### config.mk
export PLATFORM = sky130hd
export DESIGN_NAME = mac_slice
export DESIGN_NICKNAME = d
export VERILOG_FILES = /design/src/rtl/mac_slice_pkg.sv /design/src/rtl/mac_ctrl.sv /design/src/rtl/mac_alu.sv /design/src/rtl/mac_patdet.sv /design/src/rtl/mac_datapath.sv /design/src/rtl/mac_slice.sv
export SDC_FILE = /design/constraint.sdc
export NUM_CORES = 2
export LEC_CHECK = 0
export BUFFER_PORTS_ARGS = -buffer_cell sky130_fd_sc_hd__buf_2
export CAP_MARGIN = 15
export CORE_MARGIN = 1
export CORE_UTILIZATION = 40
export CTS_CLUSTER_DIAMETER = 100
export DETAILED_ROUTE_END_ITERATION = 7
export HOLD_SLACK_MARGIN = 0.15
export PLACE_DENSITY = 0.55
export SYNTH_ARGS = -nofsm -noshare
export SYNTH_HDL_FRONTEND = slang
export SYNTH_SLANG_ARGS = --single-unit
### constraint.sdc
create_clock -name clk -period 15.65 [get_ports clk]
set_clock_uncertainty 0.2 [all_clocks]
set_input_delay 0.7825 -clock clk [delete_from_list [all_inputs] [get_ports clk]]
set_output_delay 0.7825 -clock clk [all_outputs]
set_load 0.02 [all_outputs]
### src/rtl/mac_slice_pkg.sv
package mac_slice_pkg;

  typedef enum logic [1:0] {
    X_ZERO = 2'b00,
    X_PROD = 2'b01,
    X_PREG = 2'b10,
    X_AB   = 2'b11
  } xSel_e;

  typedef enum logic [1:0] {
    Y_ZERO  = 2'b00,
    Y_PCOMP = 2'b01,
    Y_ONES  = 2'b10,
    Y_C     = 2'b11
  } ySel_e;

  typedef enum logic [2:0] {
    Z_ZERO  = 3'b000,
    Z_CAS   = 3'b001,
    Z_PREG  = 3'b010,
    Z_C     = 3'b011,
    Z_RSV4  = 3'b100,
    Z_CASSH = 3'b101,
    Z_PSH   = 3'b110,
    Z_RSV7  = 3'b111
  } zSel_e;

  typedef enum logic [2:0] {
    OP_ADD,
    OP_SUB,
    OP_XOR,
    OP_AND,
    OP_OR,
    OP_NAND
  } aluOp_e;

  typedef enum logic [1:0] {
    CIN_PIN   = 2'b00,
    CIN_CASMS = 2'b01,
    CIN_PMS   = 2'b10,
    CIN_ZERO  = 2'b11
  } cinSel_e;

  typedef struct packed {
    xSel_e   xSel;
    ySel_e   ySel;
    zSel_e   zSel;
    aluOp_e  aluOp;
    cinSel_e cinSel;
    logic    multMode;
    logic    illegal;
  } strobes_t;

endpackage

### src/rtl/mac_ctrl.sv
module mac_ctrl
  import mac_slice_pkg::*;
(
  input  logic [6:0] opSel,
  input  logic [3:0] fnSel,
  input  logic [1:0] carrySel,
  output strobes_t   strb
);

  logic fnBad;
  logic zBad;
  logic logicMode;
  logic yLogicBad;
  logic prodMismatch;
  aluOp_e opDec;

  always_comb begin
    fnBad     = 1'b0;
    logicMode = 1'b0;
    opDec     = OP_ADD;
    unique case (fnSel)
      4'b0000: opDec = OP_ADD;
      4'b0011: opDec = OP_SUB;
      4'b0100: begin opDec = OP_XOR;  logicMode = 1'b1; end
      4'b1100: begin opDec = OP_AND;  logicMode = 1'b1; end
      4'b1110: begin opDec = OP_OR;   logicMode = 1'b1; end
      4'b1111: begin opDec = OP_NAND; logicMode = 1'b1; end
      default: fnBad = 1'b1;
    endcase
  end

  always_comb begin
    zBad = (opSel[6:4] == 3'b100) || (opSel[6:4] == 3'b111);
  end

  assign prodMismatch = (opSel[1:0] == 2'b01) != (opSel[3:2] == 2'b01);
  assign yLogicBad    = logicMode && opSel[2];

  always_comb begin
    strb.xSel     = xSel_e'(opSel[1:0]);
    strb.ySel     = ySel_e'(opSel[3:2]);
    strb.zSel     = zSel_e'(opSel[6:4]);
    strb.aluOp    = opDec;
    strb.cinSel   = cinSel_e'(carrySel);
    strb.multMode = (opSel[1:0] == 2'b01);
    strb.illegal  = fnBad || zBad || prodMismatch || yLogicBad;
  end

endmodule

### src/rtl/mac_alu.sv
module mac_alu
  import mac_slice_pkg::*;
#(
  parameter int PW = 48
) (
  input  logic [PW-1:0] xOp,
  input  logic [PW-1:0] yOp,
  input  logic [PW-1:0] zOp,
  input  logic          cin,
  input  aluOp_e        aluOp,
  output logic [PW-1:0] res,
  output logic          cout
);

  localparam int EW = PW + 2;

  logic [EW-1:0] addSum;
  logic [EW-1:0] subTerm;
  logic [EW-1:0] subDiff;

  assign addSum  = EW'(zOp) + EW'(xOp) + EW'(yOp) + EW'(cin);
  assign subTerm = EW'(xOp) + EW'(yOp) + EW'(cin);
  assign subDiff = EW'(zOp) - subTerm;

  always_comb begin
    res  = '0;
    cout = 1'b0;
    unique case (aluOp)
      OP_ADD: begin
        res  = addSum[PW-1:0];
        cout = |addSum[EW-1:PW];
      end
      OP_SUB: begin
        res  = subDiff[PW-1:0];
        cout = subTerm > EW'(zOp);
      end
      OP_XOR:  res = xOp ^ zOp;
      OP_AND:  res = xOp & zOp;
      OP_OR:   res = xOp | zOp;
      OP_NAND: res = ~(xOp & zOp);
      default: res = '0;
    endcase
  end

endmodule

### src/rtl/mac_patdet.sv
module mac_patdet #(
  parameter int PW = 48
) (
  input  logic [PW-1:0] value,
  input  logic [PW-1:0] pattern,
  input  logic [PW-1:0] mask,
  output logic          hit,
  output logic          hitInv
);

  assign hit    = ~|((value ^  pattern) & ~mask);
  assign hitInv = ~|((value ^ ~pattern) & ~mask);

endmodule

### src/rtl/mac_datapath.sv
module mac_datapath
  import mac_slice_pkg::*;
#(
  parameter int AW    = 25,
  parameter int BW    = 18,
  parameter int PW    = 48,
  parameter int SHIFT = 17
) (
  input  logic          clk,
  input  logic          rst,
  input  logic          ce,
  input  strobes_t      strb,
  input  logic [AW-1:0] aIn,
  input  logic [BW-1:0] bIn,
  input  logic [PW-1:0] cIn,
  input  logic [PW-1:0] casIn,
  input  logic          carryIn,
  input  logic [PW-1:0] patIn,
  input  logic [PW-1:0] maskIn,
  output logic [PW-1:0] pOut,
  output logic          carryOut,
  output logic          patDet,
  output logic          patDetInv,
  output logic          opErr
);

  localparam int PRODW = AW + BW;
  localparam int ABW   = AW + BW;

  logic signed [AW-1:0]    aS;
  logic signed [BW-1:0]    bS;
  logic signed [PRODW-1:0] prod;
  logic [PW-1:0]           prodExt;
  logic [PW-1:0]           abWord;
  logic signed [PW-1:0]    casS;
  logic signed [PW-1:0]    pS;
  logic [PW-1:0]           casSh;
  logic [PW-1:0]           pSh;
  logic [PW-1:0]           xOp, yOp, zOp;
  logic                    cin;
  logic [PW-1:0]           aluRes;
  logic                    aluCout;
  logic                    hit, hitInv;

  logic [PW-1:0] pReg;
  logic          coReg, pdReg, pdiReg, errReg;

  assign aS      = aIn;
  assign bS      = bIn;
  assign prod    = aS * bS;
  assign prodExt = {{(PW-PRODW){prod[PRODW-1]}}, prod};
  assign abWord  = {{(PW-ABW){1'b0}}, aIn, bIn};
  assign casS    = casIn;
  assign pS      = pReg;
  assign casSh   = casS >>> SHIFT;
  assign pSh     = pS >>> SHIFT;

  always_comb begin
    unique case (strb.xSel)
      X_ZERO:  xOp = '0;
      X_PROD:  xOp = prodExt;
      X_PREG:  xOp = pReg;
      X_AB:    xOp = abWord;
      default: xOp = '0;
    endcase
  end

  always_comb begin
    unique case (strb.ySel)
      Y_ZERO:  yOp = '0;
      Y_PCOMP: yOp = '0;
      Y_ONES:  yOp = '1;
      Y_C:     yOp = cIn;
      default: yOp = '0;
    endcase
  end

  always_comb begin
    unique case (strb.zSel)
      Z_CAS:   zOp = casIn;
      Z_PREG:  zOp = pReg;
      Z_C:     zOp = cIn;
      Z_CASSH: zOp = casSh;
      Z_PSH:   zOp = pSh;
      default: zOp = '0;
    endcase
  end

  always_comb begin
    unique case (strb.cinSel)
      CIN_PIN:   cin = carryIn;
      CIN_CASMS: cin = casIn[PW-1];
      CIN_PMS:   cin = pReg[PW-1];
      default:   cin = 1'b0;
    endcase
  end

  mac_alu #(.PW(PW)) uAlu (
    .xOp   (xOp),
    .yOp   (yOp),
    .zOp   (zOp),
    .cin   (cin),
    .aluOp (strb.aluOp),
    .res   (aluRes),
    .cout  (aluCout)
  );

  mac_patdet #(.PW(PW)) uPat (
    .value   (aluRes),
    .pattern (patIn),
    .mask    (maskIn),
    .hit     (hit),
    .hitInv  (hitInv)
  );

  always_ff @(posedge clk) begin
    if (rst) begin
      pReg   <= '0;
      coReg  <= 1'b0;
      pdReg  <= 1'b0;
      pdiReg <= 1'b0;
      errReg <= 1'b0;
    end else if (ce) begin
      if (strb.illegal) begin
        errReg <= 1'b1;
      end else begin
        pReg   <= aluRes;
        coReg  <= strb.multMode ? 1'b0 : aluCout;
        pdReg  <= hit;
        pdiReg <= hitInv;
        errReg <= 1'b0;
      end
    end
  end

  assign pOut      = pReg;
  assign carryOut  = coReg;
  assign patDet    = pdReg;
  assign patDetInv = pdiReg;
  assign opErr     = errReg;


  a_r1_reset_clears: assert property (@(posedge clk)
    rst |=> (pOut == '0) && !opErr && !carryOut && !patDet && !patDetInv);


  a_r2_ce_hold: assert property (@(posedge clk) disable iff (rst)
    !ce |=> $stable(pOut) && $stable(opErr) && $stable(carryOut));


  a_r7_mult_no_carry: assert property (@(posedge clk) disable iff (rst)
    (ce && !strb.illegal && strb.multMode) |=> !carryOut);


  a_r8_illegal_holds: assert property (@(posedge clk) disable iff (rst)
    (ce && strb.illegal) |=> opErr && $stable(pOut) && $stable(patDet));


  a_r8_legal_clears: assert property (@(posedge clk) disable iff (rst)
    (ce && !strb.illegal) |=> !opErr);

endmodule

### src/rtl/mac_slice.sv
module mac_slice
  import mac_slice_pkg::*;
#(
  parameter int AW    = 25,
  parameter int BW    = 18,
  parameter int PW    = 48,
  parameter int SHIFT = 17
) (
  input  logic          clk,
  input  logic          rst,
  input  logic          ce,
  input  logic [AW-1:0] aIn,
  input  logic [BW-1:0] bIn,
  input  logic [PW-1:0] cIn,
  input  logic [PW-1:0] casIn,
  input  logic [6:0]    opSel,
  input  logic [3:0]    fnSel,
  input  logic [1:0]    carrySel,
  input  logic          carryIn,
  input  logic [PW-1:0] patIn,
  input  logic [PW-1:0] maskIn,
  output logic [PW-1:0] pOut,
  output logic          carryOut,
  output logic          patDet,
  output logic          patDetInv,
  output logic          opErr
);

  strobes_t strb;

  mac_ctrl uCtrl (
    .opSel    (opSel),
    .fnSel    (fnSel),
    .carrySel (carrySel),
    .strb     (strb)
  );

  mac_datapath #(
    .AW(AW), .BW(BW), .PW(PW), .SHIFT(SHIFT)
  ) uDp (
    .clk       (clk),
    .rst       (rst),
    .ce        (ce),
    .strb      (strb),
    .aIn       (aIn),
    .bIn       (bIn),
    .cIn       (cIn),
    .casIn     (casIn),
    .carryIn   (carryIn),
    .patIn     (patIn),
    .maskIn    (maskIn),
    .pOut      (pOut),
    .carryOut  (carryOut),
    .patDet    (patDet),
    .patDetInv (patDetInv),
    .opErr     (opErr)
  );

endmodule

==> metrics.txt <==
sequential area share after synthesis 2.83%; Worst Path Arrival 14.70 ns; Core Area 90,600 um2; Bufs and invs on worst path 4; asr flop ratio synth 0%; first-pass GRT wire length 252,000 um; clk sinks 52; layout cells sized above 1 9.46%; Port Buf Inserts 303; Placement Setup Slack 1.06 ns; Synth cell types 106; Core Util, Final 43.4%; cell mode on critical path fa_1; Top Ports 304; dpl hpwl 144,000 um; fmax 0.0685 GHz; Die W 305 um; CP Capture Type flip-flop; Max FO, Critical Path 26; Slew Viols, Final 0; worst-margin pin slew 1.27 ns; Reg2Reg Setup Slack 5.81 ns; die area 93,200 um2; post-route cell area 39,300 um2; worst setup margin 1.05 ns; Crit-path slowest cell nor4_1; GR Overflow Total 0; GRT Util Overall 36.9%; Placed Area 39,100 um2; hold_buf cts 0; area delta synth->final 6.89%; 1st-iter DRT viols 4,143; Seq cells post-synth 52; Hold/Removal Path Class flip-flop to flip-flop; Setup TNS 0 ns; FILL cells 9,462; critical path data required time 15.75 ns; drt total wl 174,000 um; Final nets 5,998; clk slew on worst S/H paths 0.11 ns; GP Congestion 1.05; die height 305 um; cell family with most CP delay compound AO/OA/AOI/OAI gates; final period utilization 93.3%; FP Rows 110; Slew Limit Headroom 15.5%; synthesized cell area 36,800 um2; Initial Util 40.6%; via count 37,100; RSZ-0062 raised after global routing false; syn_nets 5,897; Post-CTS Setup Inserts 0; YS warnings 0; largest net degree at the start of global routing 51; wire length per cell 28.6 um; CTS buffer count 5; Final Critical Period 14.60 ns; latest clock arrival within the worst-skew pair 0.37 ns; Mean Syn Cell Area 7.66 um2; Cells after Synth 4,802; CTS tree built; Max Root-Sink Buffers 2; antenna viol nets, final 0; Via density 6.09; number of global-route vias before repair 35,900; H-Tree Depth 2; Top FF cell, synth dfxtp_1; number of flops mapped to enable cells by yosys 0; root buffer cell clkbuf_16; DRC 0; Final Hold Fails 0; crit path launch type input port; slowest cell delay on critical path 0.71 ns; crit path kind input port to flip-flop; final setup fails 0; drt first pass iters 6; initial antenna violation count 8; Resized Gates After CTS 0; maxcap violations 0; status completed
==> layer usage <==
metal / global-route usage [%] / routed length (um)
met5: 0 / 27
met1: 50.7 / 73500
met3: 9.44 / 19300
met4: 15.6 / 8470
met2: 54.5 / 73100
==> per-stage QoR <==
stage / cells / hold WS, ns
3_3_place_gp: 6072 / 0.262
2_1_floorplan: 4802 / 0.347
5_1_grt: 6080 / 0.319
4_1_cts: 6080 / 0.286
3_5_place_dp: 6072 / 0.258
6_report: 6093 / 0.283
==> final cells by class <==
cell class	instances	area, um2	area share [%]
Tap cell	1176	1470	3.74
Inverter	722	2710	6.89
Timing Repair Buffer	361	1950	4.97
Clock buffer	5	125	0.318
Antenna cell	13	32.5	0.0827
Sequential cell	52	1040	2.65
Multi-Input combinational cell	3761	32000	81.3
Clock inverter	3	27.5	0.0700
==> logic make-up (layout without fill, tap and decap cells) <==
group                    Yosys count  count (layout)  synth area share [%]
buffers and inverters            989            1091                  10.4
XOR/XNOR                         239             239                  5.71
multiplexers                      85              85                  2.41
other                              0              13                     0
flip-flops                        52              52                  2.83
adder cells (fa/ha/maj)          843             843                  37.8
AO/OA/AOI/OAI                   1232            1232                  22.8
AND/OR/NAND/NOR                 1362            1362                  18.1
==> sequential cells by signal (all words and copies together), names as in the netlist <==
signal / count
uDp.carryOut: 1
uDp.patDetInv: 1
uDp.patDet: 1
uDp.pOut: 48
uDp.opErr: 1
==> worst paths after layout <==
check                             startpoint          to  cells past startpoint
worst max-delay path                  bIn[4]  uDp.patDet                     50
worst max register to register  uDp.pOut[18]  uDp.patDet                     31
worst min register to register     uDp.opErr   uDp.opErr                      1
worst min-delay path               uDp.opErr   uDp.opErr                      1
==> placed cells by master, fill, tap and decap left out, types with 13 or more instances in the layout <==
master	count
nand2b_1	61
buf_2	302
a22o_1	60
mux2_2	30
nand2_1	540
a31oi_1	27
nor2_1	199
o21bai_1	41
o21a_1	90
o22ai_1	18
and3_1	34
inv_1	719
a221o_1	18
and2_1	213
or3_1	14
nand3_1	64
a21o_1	129
o211ai_1	25
dfxtp_1	52
xnor2_1	146
o21ai_1	22
a22oi_1	26
diode_2	13
o21ai_0	219
fa_1	447
xor2_1	92
a221oi_1	51
buf_4	59
a211oi_1	43
nor2b_1	44
a21oi_1	299
o31ai_1	14
o221ai_1	15
nand4_1	56
a32oi_1	13
ha_1	396
mux2i_1	55
nor3_1	55
==> synth_stat cells, drive strengths merged (65+ instances only) <==
| cell type | count | area share, % |
|---|---|---|
| o21ai | 244 | 3.3 |
| a21oi | 304 | 4.2 |
| o21a | 91 | 1.9 |
| inv | 722 | 7.4 |
| xor2 | 93 | 2.2 |
| buf | 69 | 1.0 |
| xnor2 | 146 | 3.5 |
| a21o | 129 | 2.6 |
| fa | 447 | 24 |
| ha | 396 | 13 |
| nor2 | 200 | 2.0 |
| clkbuf | 198 | 2.0 |
| nand2 | 542 | 5.5 |
| nand3 | 65 | 0.90 |
| and2 | 213 | 3.6 |
Power is left out: the tool's default activity adds up to more than one toggle a clock period on the data nets, which glitch-free logic cannot reach.
